<file path="src/rtl/ternary_dot_engine.sv">
module ternary_dot_engine #(
  parameter int ACT_W   = 8,
  parameter int MAX_LEN = 64,
  parameter int SCALE_W = 8,
  parameter int SUM_W   = 16,
  parameter int RES_W   = 25,
  localparam int LEN_W  = $clog2(MAX_LEN),
  localparam int CNT_W  = $clog2(MAX_LEN + 1)
) (
  input  logic                     clk,
  input  logic                     rst_n,
  input  logic                     start,
  input  logic [LEN_W-1:0]         len_cfg,
  input  logic [2*MAX_LEN-1:0]     weights,
  input  logic [SCALE_W-1:0]       pos_scale,
  input  logic [SCALE_W-1:0]       neg_scale,
  input  logic                     act_valid,
  input  logic signed [ACT_W-1:0]  act_data,
  output logic                     busy,
  output logic                     result_valid,
  output logic signed [RES_W-1:0]  result,
  output logic [CNT_W-1:0]         skip_count,
  output logic                     code_error
);

  logic [2*MAX_LEN-1:0]    w_q;
  logic [LEN_W-1:0]        len_q, idx;
  logic [SCALE_W-1:0]      ps_q, ns_q;
  logic signed [SUM_W-1:0] pos_sum, neg_sum;
  logic [1:0]              code;
  logic                    take, last;
  logic signed [SUM_W-1:0] act_ext;
  logic signed [RES_W-1:0] pos_prod, neg_prod;

  assign code    = w_q[{idx, 1'b0} +: 2];
  assign take    = busy & act_valid;
  assign last    = (idx == len_q);
  assign act_ext = SUM_W'(act_data);

  assign pos_prod = $signed({{(RES_W-SCALE_W){1'b0}}, ps_q}) * RES_W'(pos_sum);
  assign neg_prod = $signed({{(RES_W-SCALE_W){1'b0}}, ns_q}) * RES_W'(neg_sum);
  assign result   = pos_prod - neg_prod;

  always_ff @(posedge clk or negedge rst_n) begin
    if (!rst_n) begin
      w_q          <= '0;
      len_q        <= '0;
      ps_q         <= '0;
      ns_q         <= '0;
      idx          <= '0;
      pos_sum      <= '0;
      neg_sum      <= '0;
      skip_count   <= '0;
      busy         <= 1'b0;
      result_valid <= 1'b0;
      code_error   <= 1'b0;
    end else begin
      result_valid <= 1'b0;
      if (start && !busy) begin
        w_q        <= weights;
        len_q      <= len_cfg;
        ps_q       <= pos_scale;
        ns_q       <= neg_scale;
        idx        <= '0;
        pos_sum    <= '0;
        neg_sum    <= '0;
        skip_count <= '0;
        busy       <= 1'b1;
      end else if (take) begin
        unique case (code)
          2'b01:   pos_sum <= pos_sum + act_ext;
          2'b11:   neg_sum <= neg_sum + act_ext;
          default: skip_count <= skip_count + 1'b1;
        endcase
        if (code == 2'b10) code_error <= 1'b1;
        idx <= idx + 1'b1;
        if (last) begin
          busy         <= 1'b0;
          result_valid <= 1'b1;
        end
      end
    end
  end

endmodule


</file>
<file path="config.mk">
export PLATFORM = sky130hd
export DESIGN_NAME = ternary_dot_engine
export DESIGN_NICKNAME = d
export VERILOG_FILES = /design/src/rtl/ternary_dot_engine.sv
export SDC_FILE = /design/constraint.sdc
export NUM_CORES = 1
export LEC_CHECK = 0
export ABC_CLOCK_PERIOD_IN_PS = 19900
export BUFFER_PORTS_ARGS = -buffer_cell sky130_fd_sc_hd__buf_4
export CAP_MARGIN = 30
export CORE_ASPECT_RATIO = 0.9
export CORE_MARGIN = 4
export CORE_UTILIZATION = 55
export CTS_CLUSTER_SIZE = 8
export DETAILED_ROUTE_END_ITERATION = 10
export GPL_TIMING_DRIVEN = 0
export PLACE_DENSITY = 0.77
export SLEW_MARGIN = 20
export SYNTH_ARGS = -nofsm -noshare
export SYNTH_HDL_FRONTEND = slang
export SYNTH_SLANG_ARGS = --single-unit
</file>
<file path="constraint.sdc">
create_clock -name clk -period 19.9 [get_ports clk]
set_input_delay 1.99 -clock clk [delete_from_list [all_inputs] [get_ports clk]]
set_output_delay 1.99 -clock clk [all_outputs]
set_load 0.05 [all_outputs]
</file>
==> out/qor.yml <==
routing:
  drc: 0
  firstDrtPassIters: 5
  detail-route-antenna-nets: 0
  wire_per_inst_um: 18.02
  drt-total-wl_um: 51980
  vias_per_cell: 5.477
  via_count: 15800
  dr.first_iter.drc_count: 1140
global_route:
  use_met3_pct: 5.069
  antenna_found_initial: 3
  grt_pass1_vias: 16870
  grt_max_degree: 70
  grt_pass1_wl_um: 86060
  gr-usage-all-layers_pct: 27.26
  grt_use_met1_pct: 36.65
  grtUsageMet2_pct: 45.34
  grt.busiest_layer: "met2"
  grt_overflow: 0
yosys:
  synth_ff_type: "dfrtp_1"
  async_reset_ff_share_pct: 100.0
  synth_nets: 2724
  synth_cell_types: 60
  yosys.area.top_type: "fa_1"
  ys_top_cells_by_count: "550 x nand2_1, 366 x inv_1, 254 x fa_1"
  ys_warn_count: 0
  seq_area_frac_synth_pct: 25.01
  yosysTopAreaCellShare_pct: 25.66
  syn_avg_cell_area_um2: 9.072
  yosysMostFrequentCell: "nand2_1"
  ys_top_cells_by_area: "fa_1 26%, dfrtp_1 25%, nand2_1 10%, ha_1 7.8%, inv_1 6.9%"
  synth_cells: 2184
  syn-cell-area_um2: 19810
  yosys_register_bits: 198
  synth_edf_count: 0
clock_network:
  clkLatencyLatePin_ns: 0.45
  clk_pin_slew_ns: 0.09
  cts_buffer_depth: 2
  cts_tree: "yes"
  cts_resized: 0
  cts_inserted_buffers: 17
  cts_hold_buf: 0
  post_cts.repair.setup_buffers: 0
  cts-root-buf: "clkbuf_16"
  clock_sinks: 198
  h-tree-depth: 4
cells_and_area:
  area_growth_syn_to_layout_pct: 14.04
  finish.instance_area_um2: 22600
  drive_gt1_share_pct: 11.60
  instances_no_fill: 2885
  fill_cells: 2901
  fin_nets: 2941
sta:
  finalMaxSlewViolations: 0
  finalHoldViolations: 0
  period_needed_ns: 9.747
  final.period_utilization_pct: 48.98
  skew_ns: 0.02008
  rsz0062_at_grt: "no"
  fin_tns_setup_ns: 0
  fmax_mhz: 102.6
  relSlewSlack_pct: 40.96
  setup_viol: 0
  worst_pin_slew_ns: 0.8855
  setup_slack_ns: 10.15
critical_path:
  slowest_stage: "a41oi_1"
  crit_fanout: 10
  reg2reg_slack_ns: 16.39
  end_kind: "primary output"
  cp-start-kind: "register"
  critical_path_class: "register to primary output"
  cp_cell_sequence: "clkbuf_1, and2_1, fa_1, inv_1, fa_1, fa_1, inv_1, fa_1, fa_1, inv_1, fa_1, inv_1, ha_1, a21o_1, a21oi_1, a21boi_0, a2111oi_0, o21ai_0, a41oi_1, nand3_1, o311ai_0, buf_4"
  cp.required_ns: 17.91
  critPathMaxStageDelay_ns: 0.67
  cp_common_cell: "fa_1"
  crit_arrival_ns: 7.76
die:
  io_pins: 197
  coreArea_um2: 35300
  die_y_um: 188.1
  rows: 65
  die_w_um: 208.1
  dieArea_um2: 39130
  initial_core_util_pct: 56.14
placed_design:
  dpl.hpwl_um: 42280
  dp_slack_ns: 10.70
  placed_cells: 2851
  routabilityCongestion: 0.9073
  port_buffers: 196
  placed_area_um2: 21930
outcome:
  status: "completed"
flow_run:
  drv_cap: 0
hold_path:
  min_path_type: "register to register"
==> path summary, 6_finish.rpt <==
path	startpoint	depth (start not counted)	endpoint
worst min register to register	code_error	1	code_error
worst max register to register	idx[1]	10	neg_sum[15]
max in group asynchronous	rst_n	3	neg_sum[5]
worst min-delay path	code_error	1	code_error
worst max-delay path	ps_q[6]	22	result[22]
min in group asynchronous	rst_n	1	w_q[93]
==> layout make-up <==
cell class | count | area, um^2 | area share, %
diodes | 2 | 5.005 | 0.02215
plain buffers | 76 | 320.3 | 1.417
clock buffers | 17 | 425.4 | 1.883
clock inverters | 15 | 231.5 | 1.024
inverters | 367 | 1378 | 6.096
multi-input cells | 1543 | 13160 | 58.24
flip-flops and latches | 198 | 4955 | 21.93
well taps | 469 | 586.8 | 2.597
repair buffers | 198 | 1534 | 6.788
==> stage by stage <==
stage                     util [%]  hold WS, ns
after floorplan                  -       0.4403
after global placement       61.97       0.4458
after detailed placement     62.14       0.4543
after CTS                    64.01       0.4743
after global routing         64.02       0.4893
final                        64.02       0.4751
==> routing by layer <==
| layer | share of wire [%] | routed length (um) |
|---|---|---|
| met1 | 41 | 21300 |
| met5 | 0.025 | 13 |
| met3 | 8.1 | 4190 |
| met2 | 48 | 24750 |
| met4 | 3.3 | 1719 |
==> cells in the final DEF, fill, tap and decap left out, drive strengths merged, types with 6 or more instances in the layout <==
| cell type | Yosys | final |
|---|---|---|
| fa | 254 | 254 |
| nand3 | 40 | 40 |
| a21oi | 38 | 38 |
| and2 | 188 | 188 |
| a21o | 21 | 21 |
| o21a | 6 | 6 |
| inv | 366 | 378 |
| and3 | 9 | 9 |
| nor3 | 13 | 13 |
| nor2 | 35 | 35 |
| nand2 | 550 | 550 |
| nor2b | 11 | 11 |
| a31oi | 12 | 12 |
| xnor2 | 36 | 36 |
| xor2 | 24 | 24 |
| mux4 | 32 | 32 |
| nand4 | 11 | 11 |
| dfrtp | 198 | 198 |
| ha | 124 | 124 |
| o21ai | 60 | 60 |
| mux2i | 14 | 14 |
| buf | 15 | 213 |
| clkbuf | 61 | 78 |
==> sequential cells by signal (all words and copies together), names as in the netlist <==
| register | flops |
|---|---|
| neg_sum | 16 |
| ns_q | 8 |
| idx | 6 |
| result_valid | 1 |
| skip_count | 7 |
| code_error | 1 |
| ps_q | 8 |
| len_q | 6 |
| pos_sum | 16 |
| w_q | 128 |
| busy | 1 |
==> logic make-up (layout without fill, tap and decap cells) <==
kind of cell | Yosys count | count (layout) | share of synthesized area, %
AND/OR/NAND/NOR | 878 | 878 | 20.11
XOR/XNOR | 60 | 60 | 2.652
flip-flops | 198 | 198 | 25.01
AO/OA/AOI/OAI | 181 | 181 | 5.829
buffers and inverters | 443 | 673 | 8.569
other | 0 | 2 | 0
adder cells (fa/ha/maj) | 378 | 378 | 33.49
multiplexers | 46 | 46 | 4.345
==> worst max-delay path: cells and delay by family (launching register included) <==
kind | cells | cell delay (ns)
and+or+nand+nor | 2 | 0.36
AOI/OAI and AO/OA | 7 | 2.12
buffers and inverters | 6 | 1.08
DFF | 1 | 0.56
adders and majority gates | 7 | 3.19
Power is left out: the tool's default activity adds up to more than one toggle a clock period on the data nets, which glitch-free logic cannot reach.
